`src/rtl/ptp_cls_pkg.sv`:
```
package ptp_cls_pkg;

    typedef enum logic [2:0] {
        ST_IDLE,
        ST_ETH,
        ST_IP,
        ST_UDP,
        ST_PTP,
        ST_DONE
    } parse_st_t;

    typedef struct packed {
        logic       en;
        logic [1:0] mode;
        logic [1:0] port_sel;
        logic [7:0] v1_a;
        logic [7:0] v1_b;
        logic [3:0] v2_a;
        logic [3:0] v2_b;
    } cls_cfg_t;

    localparam logic [15:0] ET_IPV4      = 16'h0800;
    localparam logic [15:0] ET_TIMING    = 16'h88F7;
    localparam logic [7:0]  PROTO_UDP    = 8'd17;
    localparam logic [15:0] PORT_EVENT   = 16'd319;
    localparam logic [15:0] PORT_GENERAL = 16'd320;
    localparam int          ETH_LAST_OFS = 13;
    localparam int          ET_HI_OFS    = 12;
    localparam int          IP_PROTO_OFS = 9;
    localparam int          UDP_PORT_OFS = 2;
    localparam int          UDP_LAST_OFS = 7;
    localparam int          V1_TYPE_OFS  = 20;

    function automatic logic port_pass(input logic [1:0] sel, input logic [15:0] port);
        return (port == PORT_EVENT && sel[0]) || (port == PORT_GENERAL && sel[1]);
    endfunction

    function automatic logic v1_pass(input cls_cfg_t c, input logic [7:0] t);
        if (c.mode != 2'd1) return 1'b0;
        return (c.v1_a == 8'hFF) || (c.v1_b == 8'hFF) || (t == c.v1_a) || (t == c.v1_b);
    endfunction

    function automatic logic v2_pass(input cls_cfg_t c, input logic [7:0] t);
        if (c.mode == 2'd1) return 1'b0;
        if (c.mode == 2'd3) return t < 8'd8;
        return (c.v2_a == 4'hF) || (t == {4'h0, c.v2_a}) || (t == {4'h0, c.v2_b});
    endfunction

endpackage

```
`src/rtl/ptp_cls_cfg.sv`:
```
module ptp_cls_cfg
    import ptp_cls_pkg::*;
(
    input  logic       clk,
    input  logic       rst_n,
    input  logic       ctl_load,
    input  logic       ctl_enable,
    input  logic [1:0] ctl_mode,
    input  logic [1:0] ctl_port_sel,
    input  logic       match_load,
    input  logic [7:0] match_v1_a,
    input  logic [7:0] match_v1_b,
    input  logic [3:0] match_v2_a,
    input  logic [3:0] match_v2_b,
    output cls_cfg_t   cfg
);

    always_ff @(posedge clk) begin
        if (!rst_n) begin
            cfg.en       <= 1'b0;
            cfg.mode     <= 2'd0;
            cfg.port_sel <= 2'd0;
            cfg.v1_a     <= 8'd0;
            cfg.v1_b     <= 8'd1;
            cfg.v2_a     <= 4'd0;
            cfg.v2_b     <= 4'd1;
        end else begin
            if (ctl_load) begin
                cfg.en       <= ctl_enable;
                cfg.mode     <= ctl_mode;
                cfg.port_sel <= ctl_port_sel;
            end
            if (match_load) begin
                cfg.v1_a <= match_v1_a;
                cfg.v1_b <= match_v1_b;
                cfg.v2_a <= match_v2_a;
                cfg.v2_b <= match_v2_b;
            end
        end
    end

    AST_MATCH_HOLD: assert property (@(posedge clk) disable iff (!rst_n)
        !match_load |=> $stable({cfg.v1_a, cfg.v1_b, cfg.v2_a, cfg.v2_b}));
    AST_CTL_HOLD: assert property (@(posedge clk) disable iff (!rst_n)
        !ctl_load |=> $stable({cfg.en, cfg.mode, cfg.port_sel}));

endmodule

```
`src/rtl/ptp_rx_classifier.sv`:
```
module ptp_rx_classifier
    import ptp_cls_pkg::*;
#(
    parameter int IDX_W = 6
) (
    input  logic       clk,
    input  logic       rst_n,
    input  logic       frm_sop,
    input  logic       frm_valid,
    input  logic [7:0] frm_data,
    input  logic       frm_eop,
    input  logic       ctl_load,
    input  logic       ctl_enable,
    input  logic [1:0] ctl_mode,
    input  logic [1:0] ctl_port_sel,
    input  logic       match_load,
    input  logic [7:0] match_v1_a,
    input  logic [7:0] match_v1_b,
    input  logic [3:0] match_v2_a,
    input  logic [3:0] match_v2_b,
    output logic       dec_valid,
    output logic       dec_sample
);

    localparam logic [IDX_W-1:0] P_ET_HI = IDX_W'(ET_HI_OFS);
    localparam logic [IDX_W-1:0] P_ET_LO = IDX_W'(ETH_LAST_OFS);
    localparam logic [IDX_W-1:0] P_PROTO = IDX_W'(IP_PROTO_OFS);
    localparam logic [IDX_W-1:0] P_PORT  = IDX_W'(UDP_PORT_OFS);
    localparam logic [IDX_W-1:0] P_UEND  = IDX_W'(UDP_LAST_OFS);
    localparam logic [IDX_W-1:0] P_V1T   = IDX_W'(V1_TYPE_OFS);

    cls_cfg_t cfg;

    ptp_cls_cfg u_cfg (
        .clk          (clk),
        .rst_n        (rst_n),
        .ctl_load     (ctl_load),
        .ctl_enable   (ctl_enable),
        .ctl_mode     (ctl_mode),
        .ctl_port_sel (ctl_port_sel),
        .match_load   (match_load),
        .match_v1_a   (match_v1_a),
        .match_v1_b   (match_v1_b),
        .match_v2_a   (match_v2_a),
        .match_v2_b   (match_v2_b),
        .cfg          (cfg)
    );

    parse_st_t        st, st_n, cur;
    logic [IDX_W-1:0] idx, idx_n, pos;
    logic [3:0]       ihl_q, ihl_n;
    logic [7:0]       hold_q, hold_n;
    logic             udp_q, udp_n, v1_q, v1_n;
    logic             fire, verdict;

    // next-state and decision logic
    always_comb begin
        st_n    = st;
        idx_n   = idx;
        ihl_n   = ihl_q;
        hold_n  = hold_q;
        udp_n   = udp_q;
        v1_n    = v1_q;
        fire    = 1'b0;
        verdict = 1'b0;
        cur     = st;
        pos     = idx;
        if (frm_valid) begin
            cur = frm_sop ? ST_ETH : st;
            pos = frm_sop ? '0 : idx;
            if (frm_sop) begin
                udp_n = 1'b0;
                v1_n  = 1'b0;
            end
            st_n  = cur;
            idx_n = pos + 1'b1;
            unique case (cur)
                ST_ETH: begin
                    if (pos == P_ET_HI) begin
                        hold_n = frm_data;
                    end else if (pos == P_ET_LO) begin
                        idx_n = '0;
                        if ({hold_q, frm_data} == ET_IPV4) begin
                            st_n = ST_IP;
                        end else if ({hold_q, frm_data} == ET_TIMING && cfg.mode != 2'd1) begin
                            st_n = ST_PTP;
                        end else begin
                            fire = 1'b1;
                        end
                    end
                end
                ST_IP: begin
                    if (pos == '0) begin
                        ihl_n = frm_data[3:0];
                        if (frm_data[3:0] < 4'd5) fire = 1'b1;
                    end else if (pos == P_PROTO && frm_data != PROTO_UDP) begin
                        fire = 1'b1;
                    end
                    if (pos != '0 && pos == {ihl_q, 2'b00} - 1'b1) begin
                        st_n  = ST_UDP;
                        idx_n = '0;
                    end
                end
                ST_UDP: begin
                    if (pos == P_PORT) begin
                        hold_n = frm_data;
                    end else if (pos == P_PORT + 1'b1) begin
                        if (cfg.mode == 2'd0 || !port_pass(cfg.port_sel, {hold_q, frm_data}))
                            fire = 1'b1;
                    end else if (pos == P_UEND) begin
                        st_n  = ST_PTP;
                        idx_n = '0;
                        udp_n = 1'b1;
                    end
                end
                ST_PTP: begin
                    if (pos == '0) begin
                        hold_n = frm_data;
                    end else if (pos == IDX_W'(1)) begin
                        if (hold_q == 8'h00 && frm_data == 8'h01) begin
                            if (cfg.mode != 2'd1) fire = 1'b1;
                            else v1_n = 1'b1;
                        end else if (frm_data == 8'h02) begin
                            fire    = 1'b1;
                            verdict = v2_pass(cfg, hold_q);
                        end else begin
                            fire = 1'b1;
                        end
                    end else if (pos == P_V1T && v1_q) begin
                        fire    = 1'b1;
                        verdict = v1_pass(cfg, frm_data);
                    end
                end
                ST_IDLE, ST_DONE: begin
                end
                default: begin
                end
            endcase
            verdict = verdict & cfg.en;
            if (fire) st_n = ST_DONE;
            if (frm_eop) begin
                if (!fire && cur != ST_IDLE && cur != ST_DONE) begin
                    fire    = 1'b1;
                    verdict = 1'b0;
                end
                st_n = ST_IDLE;
            end
        end
    end

    // state register
    always_ff @(posedge clk) begin
        if (!rst_n) begin
            st     <= ST_IDLE;
            idx    <= '0;
            ihl_q  <= 4'd0;
            hold_q <= 8'd0;
            udp_q  <= 1'b0;
            v1_q   <= 1'b0;
        end else begin
            st     <= st_n;
            idx    <= idx_n;
            ihl_q  <= ihl_n;
            hold_q <= hold_n;
            udp_q  <= udp_n;
            v1_q   <= v1_n;
        end
    end

    // outputs
    always_ff @(posedge clk) begin
        if (!rst_n) begin
            dec_valid  <= 1'b0;
            dec_sample <= 1'b0;
        end else begin
            dec_valid  <= fire;
            dec_sample <= fire & verdict;
        end
    end

    AST_SAMPLE_QUAL: assert property (@(posedge clk) disable iff (!rst_n)
        dec_sample |-> dec_valid);
    AST_NO_SAMPLE_DISABLED: assert property (@(posedge clk) disable iff (!rst_n)
        dec_sample |-> $past(cfg.en));
    AST_IDLE_SILENT: assert property (@(posedge clk) disable iff (!rst_n)
        !frm_valid |=> !dec_valid);
    AST_DONE_QUIET: assert property (@(posedge clk) disable iff (!rst_n)
        (st == ST_DONE && !frm_sop) |=> !dec_valid);
    AST_UDP_MODE0: assert property (@(posedge clk) disable iff (!rst_n)
        (dec_sample && $past(udp_q) && $past(st) == ST_PTP && !$past(frm_sop))
            |-> $past(cfg.mode) != 2'd0);

endmodule

```
`config.mk`:
```
export PLATFORM = sky130hd
export DESIGN_NAME = ptp_rx_classifier
export DESIGN_NICKNAME = d
export VERILOG_FILES = /design/src/rtl/ptp_cls_pkg.sv /design/src/rtl/ptp_cls_cfg.sv /design/src/rtl/ptp_rx_classifier.sv
export SDC_FILE = /design/constraint.sdc
export NUM_CORES = 1
export LEC_CHECK = 0
export ABC_AREA = 1
export BUFFER_PORTS_ARGS = -buffer_cell sky130_fd_sc_hd__clkbuf_2
export CAP_MARGIN = 25
export CELL_PAD_IN_SITES_DETAIL_PLACEMENT = 0
export CELL_PAD_IN_SITES_GLOBAL_PLACEMENT = 1
export CORE_UTILIZATION = 36
export CTS_CLUSTER_SIZE = 12
export DETAILED_ROUTE_END_ITERATION = 7
export HOLD_SLACK_MARGIN = 0.05
export PLACE_DENSITY = 0.75
export SYNTH_ARGS = -nofsm -noshare
export SYNTH_HDL_FRONTEND = slang
export SYNTH_SLANG_ARGS = --single-unit
```
`constraint.sdc`:
```
create_clock -name clk -period 1.57 [get_ports clk]
set_input_delay 0.0785 -clock clk [delete_from_list [all_inputs] [get_ports clk]]
set_output_delay 0.0785 -clock clk [all_outputs]
set_load 0.05 [all_outputs]
```
After elaboration in Yosys (flattened, before gate mapping)
Index checks and enable logic that the tools add are counted.
Cells by class
  $add $sub $neg: 2
  multiply operators: 0
  div/mod/pow operators: 0
  $lt $le $gt $ge: 2
  eq/ne operators: 34
  shifts and indexed selects: 0
  mux-type cells: 86
  bitwise operators: 2
  reductions and logical operators: 26
Operators with widths (number)
  $mux 1: 61
  $mux 6: 7
  $mux 3: 11
  $eq 16x9->1 const B: 2
  $mux 8: 3
  $pmux 8 s3: 1
  $eq 6x4->1 const B: 3
  $pmux 6 s3: 1
  $eq 16x12->1 const B: 1
  $eq 16x16->1 const B: 1
  $eq 8x4->1: 2
  $eq 8x8->1: 2
  $eq 8x8->1 const B: 2
  $eq 6x2->1 const B: 2
  $logic_and 1x1->1: 9
  $pmux 3 s3: 1
  $eq 8x1->1 const B: 1
  $eq 8x2->1 const B: 1
  $logic_not 8->1: 1
  $lt 8x4->1 const B: 1
  $ne 8x5->1 const B: 1
  $logic_or 1x1->1: 7
  $add 6x1->6 const B: 1
  $eq 3x2->1 const B: 2
  other kinds (23): 28
Storage, ports and cells
  register bits after elaboration: 53
  latch bits: 0
  RAM bits: 0
  bits in read-only memories: 0
  input bits: 44
  output and inout bits: 2
  memories kept: 0

Longest topological paths before layout
  depth in word-level cells: 28
  gate-level depth with buffers: 15
  gate-level depth less buffers: 15

Cells and area by module
A second synthesis with hierarchy kept.
Unflattened totals
  cells, all modules: 544
  area total of the unflattened synthesis: 3360.7 um^2
By module, submodules not included
  ptp_rx_classifier: instances 1, cells each 364, area an instance 2173.3 um^2, seq. area each 480.5 um^2
  ptp_cls_cfg: instances 1, cells each 180, area an instance 1187.4 um^2, seq. area each 580.6 um^2

Worst setup path after synthesis
OpenSTA, ideal clock, no wires.
  path type: flip-flop to flip-flop
  from: register idx[1]
  to: register hold_q[3]
  data arrival time: 1.539 ns
  data required time: 1.447 ns
  slack: -0.093 ns
  cell stages (with the launch flop): 12
  clock period less this slack: 1.663 ns
  path through: dfxtp_1 inv_1 nor2_1 inv_1 ha_1 nand3_2 inv_2 o21ai_1 nor3_4 buf_6 o21ai_0 a21oi_1
Between the ends
  cells in the longest elaborated chain, start to end: 4
  elaborated cells between the ends (all ways): 8
  classes of those cells: eq/ne (5); mux (1); reduce/logical (2)
Ends and longest elaborated chain
  from (decl): line ptp_rx_classifier.sv:50  | logic [IDX_W-1:0] idx, idx_n, pos;
  from (signal assigned): line ptp_rx_classifier.sv:162  | idx <= idx_n;
  $mux 6 *: line ptp_rx_classifier.sv:70  | pos = frm_sop ? '0 : idx;
  $eq 6x2->1, or another cell as far along: line ptp_rx_classifier.sv:105  | if (pos == P_PORT) begin
  $ne 2x2->1 (no line)
  $reduce_and 5->1 (no line) *
  to (signal assigned): line ptp_rx_classifier.sv:164  | hold_q <= hold_n;
  to (decl): line ptp_rx_classifier.sv:52  | logic [7:0] hold_q, hold_n;
Every way passes the cells marked *; elsewhere a longest branch is shown, timed or not.
A chain may end at the register's enable or synchronous reset.

Worst setup path in the final report
  from: register idx[0]
  to: register idx[3]
Between the ends
  cells in the longest elaborated chain, start to end: 6
  elaborated cells between the ends (all ways): 17
  classes of those cells: add/sub (1); eq/ne (6); mux (8); reduce/logical (2)
Ends and longest elaborated chain
  $mux 6 *: line ptp_rx_classifier.sv:70
  $add 6x1->6 or $eq 6x3->1 (tied branches): line ptp_rx_classifier.sv:76, ptp_rx_classifier.sv:110
  $mux 6: line ptp_rx_classifier.sv:110  | end else if (pos == P_UEND) begin
  $mux 6: line ptp_rx_classifier.sv:107  | end else if (pos == P_PORT + 1'b1) begin
  $mux 6: line ptp_rx_classifier.sv:105
  $pmux 6 s3 *: line ptp_rx_classifier.sv:77  | unique case (cur)
Marks and branches as above.

==> impl_results.md <==
* Critical-path top delay cell: dfxtp_2
* Max VDD drop at 0.376 mV
* Crit-path cells: inv_2 > nor2_4 > inv_2 > ha_4 > nand3_4 > nand2_2 > nor2_4 > nand2_2 > nand2_2 > buf_6 > nand3_4 > nand3_2 > a21oi_1
* Commonest non-fill, non-tap cells in the layout: nand2_1, nor2_1, buf_4
* Min-delay src: match_v1_b[3]
* Fin. max-slew vios at 0
* Initial DRT Pass Iterations at 4
* Clk_lat worst skew at 0.31 ns
* Initial antenna violation count at 0
* Clock buffer depth at 2
* NumNets Final at 678
* RSZ-0062 raised after global routing: true
* Fin Setup TNS at -2.86 ns
* Reg2reg path depth at 13
* Total Routed Length at between 9000 and 10000 µm
* Vias per cell at 4.82
* Lkg Pwr at approximately 2.1 nW
* Max stage delay on crit path at 0.35 ns
* Horiz. Die Dim at 96.8 µm
* Register area share after synthesis at about 33%
* Worst Path Max Fanout at 5
* Synth cell types at 35
* Num CTS Buffers at 5
* Period utilization at 112%
* Hold Crit Depth at 3
* Most area-hungry cell type in the Yosys netlist: dfxtp_1
* Largest net degree at the start of global routing at 27
* TritonCTS Sinks at between 50 and 60
* Core Region at about 0.0087 mm²
* H-tree levels at 2
* CP Launch Type: flip-flop
* R2R Path End: idx[3]
* Final Hold Vio Count at 0
* Crit Path Class: flip-flop to flip-flop
* Worst R2R Setup Slack at -0.18 ns
* Diode count at 0
* Ys flop type: dfxtp_1
* Starting density of the core at 37.1%
* Root Driver: clkbuf_8
* Worst path buffer plus inverter count at 3
* All-Layer GR Usage at between 20% and 30%
* Reg-to-reg startpoint: idx[0]
* Post-synth top area share at between 30% and 40%
* Syn_nets at 543
* Setup WS post-layout at -0.185 ns
* Total grt overflow at 0
* Remaining DRCs at 0
* Pwr/cell area at 652 mW/mm²
* Critical Path Most Common Cell: nand2_2
* Initial DRC count at 95
* Crit. End Element: flip-flop
* Die area at 0.00936 mm²
* Die H at 96.8 µm
* FILL cells at 886
* Via count at ~3600
* Worst hold path endpoint: u_cfg.cfg[11]
* Worst min path class: primary input to flip-flop
* Reg clk slew, reported paths at 0.11 ns
* Async set or reset register ratio after synthesis at 0%
* Worst-Margin Slew at 0.535 ns
* Top post-synthesis cells by area: dfxtp_1, nand2_1, nor2_1
* # Max-Cap Violations at 0
* Syn Std Cell Area at 0.00323 mm²
* DRT antenna net count at 0
* Failing checks: setup timing
* F_max at 570 MHz
* WL/cell at between 10 and 15 µm
* RePlAce Congestion at 0.827
* Vias in the first global route at 3571
* Min Tclk post-route at 1.75 ns
* Area Growth Syn to Fin at 45.5%
* Mapped Cells at roughly 490
* DPL Wire Length at 7000 µm
* IO Port Bufs at 45
* Setup Skew at roughly 0.011 ns
* Required time of the critical path at 1.78 ns
* Post-synth EDFFs at 0
* YS warnings at 0
* Commonest non-fill, non-tap cell in the layout: nand2_1
* Avg Inst Size Synth at 6.54 µm²
* Io pins at 46
* Crit path DAT at 1.96 ns
* CTS tree: built
* Synthesized flop and latch total at 53
* First-pass GRT wire length at 16400 µm
* Layout cells sized above 1 at 32.9%
* FP Rows at 34
* Hold_ws at 0.0482 ns
* Setup Viol. Count Final at 22
* Status: finished, violations left
* Rel. slew slack at 64.4%
* CP top delay family: simple AND/OR/NAND/NOR gates
-- cell usage after synthesis, drive strengths merged, types with 8 or more instances --
library cell  instances
nand2                98
or2                   9
nor2                 90
nand3                37
inv                  45
clkbuf               17
xnor2                18
o21ai                55
nand4                14
dfxtp                53
nor3                  8
a21oi                32
-- final cells by class --
type                            count  area [µm²]  share of cell area, %
Clock buffer                        6        72.6                   1.54
Sequential cell                    53        1070                   22.7
Tap cell                          108         135                   2.87
Timing Repair Buffer              146        1090                   23.1
Inverter                           47         184                   3.91
Clock inverter                      2        15.0                  0.319
Multi-Input combinational cell    376        2140                   45.5
-- report_power, final --
group | switching, mW | leakage, nW | internal, mW | total [mW]
logic | 0.395 | 1.59 | 0.366 | 0.761
clock network | 0.499 | 0.0374 | 0.316 | 0.816
registers | 0.0670 | 0.439 | 1.42 | 1.49
total | 0.961 | 2.07 | 2.10 | 3.06
-- cells by family (layout without fill, tap and decap cells) --
| group | Yosys count | in the layout | share of synthesized area [%] |
|---|---|---|---|
| adders and majority gates | 5 | 5 | 1.94 |
| xor gates and xnor gates | 20 | 20 | 5.42 |
| buffers and inverters | 65 | 201 | 7.86 |
| AOI/OAI and AO/OA | 91 | 91 | 15.1 |
| and+or+nand+nor | 260 | 260 | 36.8 |
| DFF | 53 | 53 | 32.8 |
-- through the flow --
step / total power, mW / std cells / setup slack [ns] / utilization, % / area (µm²)
2_1_floorplan: 1.88 / 494 / 0.0153 / - / 3240
6_report: 3.06 / 738 / -0.185 / 53.9 / 4700
4_1_cts: 3.04 / 726 / -0.105 / 51.4 / 4480
3_3_place_gp: 2.12 / 684 / -0.142 / 45.2 / 3940
3_5_place_dp: 2.13 / 684 / -0.190 / 45.2 / 3940
5_1_grt: 3.23 / 738 / -0.322 / 53.9 / 4700
-- flip-flops by register name, summed over array words and instances (netlist names) --
signal and cells:
u_cfg.cfg 29, hold_q 8, idx 6, ihl_q 4
st 3, dec_sample 1, dec_valid 1, v1_q 1
-- worst max path at each step --
| stage | start | endpoint | depth (start not counted) | slack (ns) |
|---|---|---|---|---|
| finish | idx[0] | idx[3] | 13 | -0.18 |
| detailed placement | idx[1] | dec_sample | 12 | -0.19 |
| global route | idx[0] | dec_valid | 13 | -0.32 |
| floorplan | idx[1] | dec_valid | 13 | 0.02 |
| CTS | idx[0] | dec_sample | 13 | -0.10 |
| global placement | frm_sop | hold_q[2] | 11 | -0.14 |
-- worst register-to-register path: stages (launching register included) --
cell and delay (ns):
dfxtp_2 0.35, inv_2 0.05, nor2_4 0.16, inv_2 0.09
ha_4 0.20, nand3_4 0.12, nand2_2 0.08, nor2_4 0.12
nand2_2 0.06, nand2_2 0.11, buf_6 0.11, nand3_4 0.06
nand3_2 0.07, a21oi_1 0.07
-- repair_timing --
action / CTS / global route
gates cloned: 0 / 0
pin swaps: 18 / 13
setup buffers: 6 / 12
setup endpoints to repair: 19 / 24
gates resized for setup: 44 / 38
endpoints found under the hold margin: 28 / 0
hold buffers: 28 / 0
-- layer usage --
layer  part of all wire [%]  vias to the layer above  global-route usage, %
met4                    1.9                        0                   7.12
met3                    2.3                       16                   2.96
li1                       -                     1878                      -
met1                     45                     1608                   25.8
met2                     50                       56                   38.1
met5                      0                        -                      0
(Power assumes the default switching activity.)
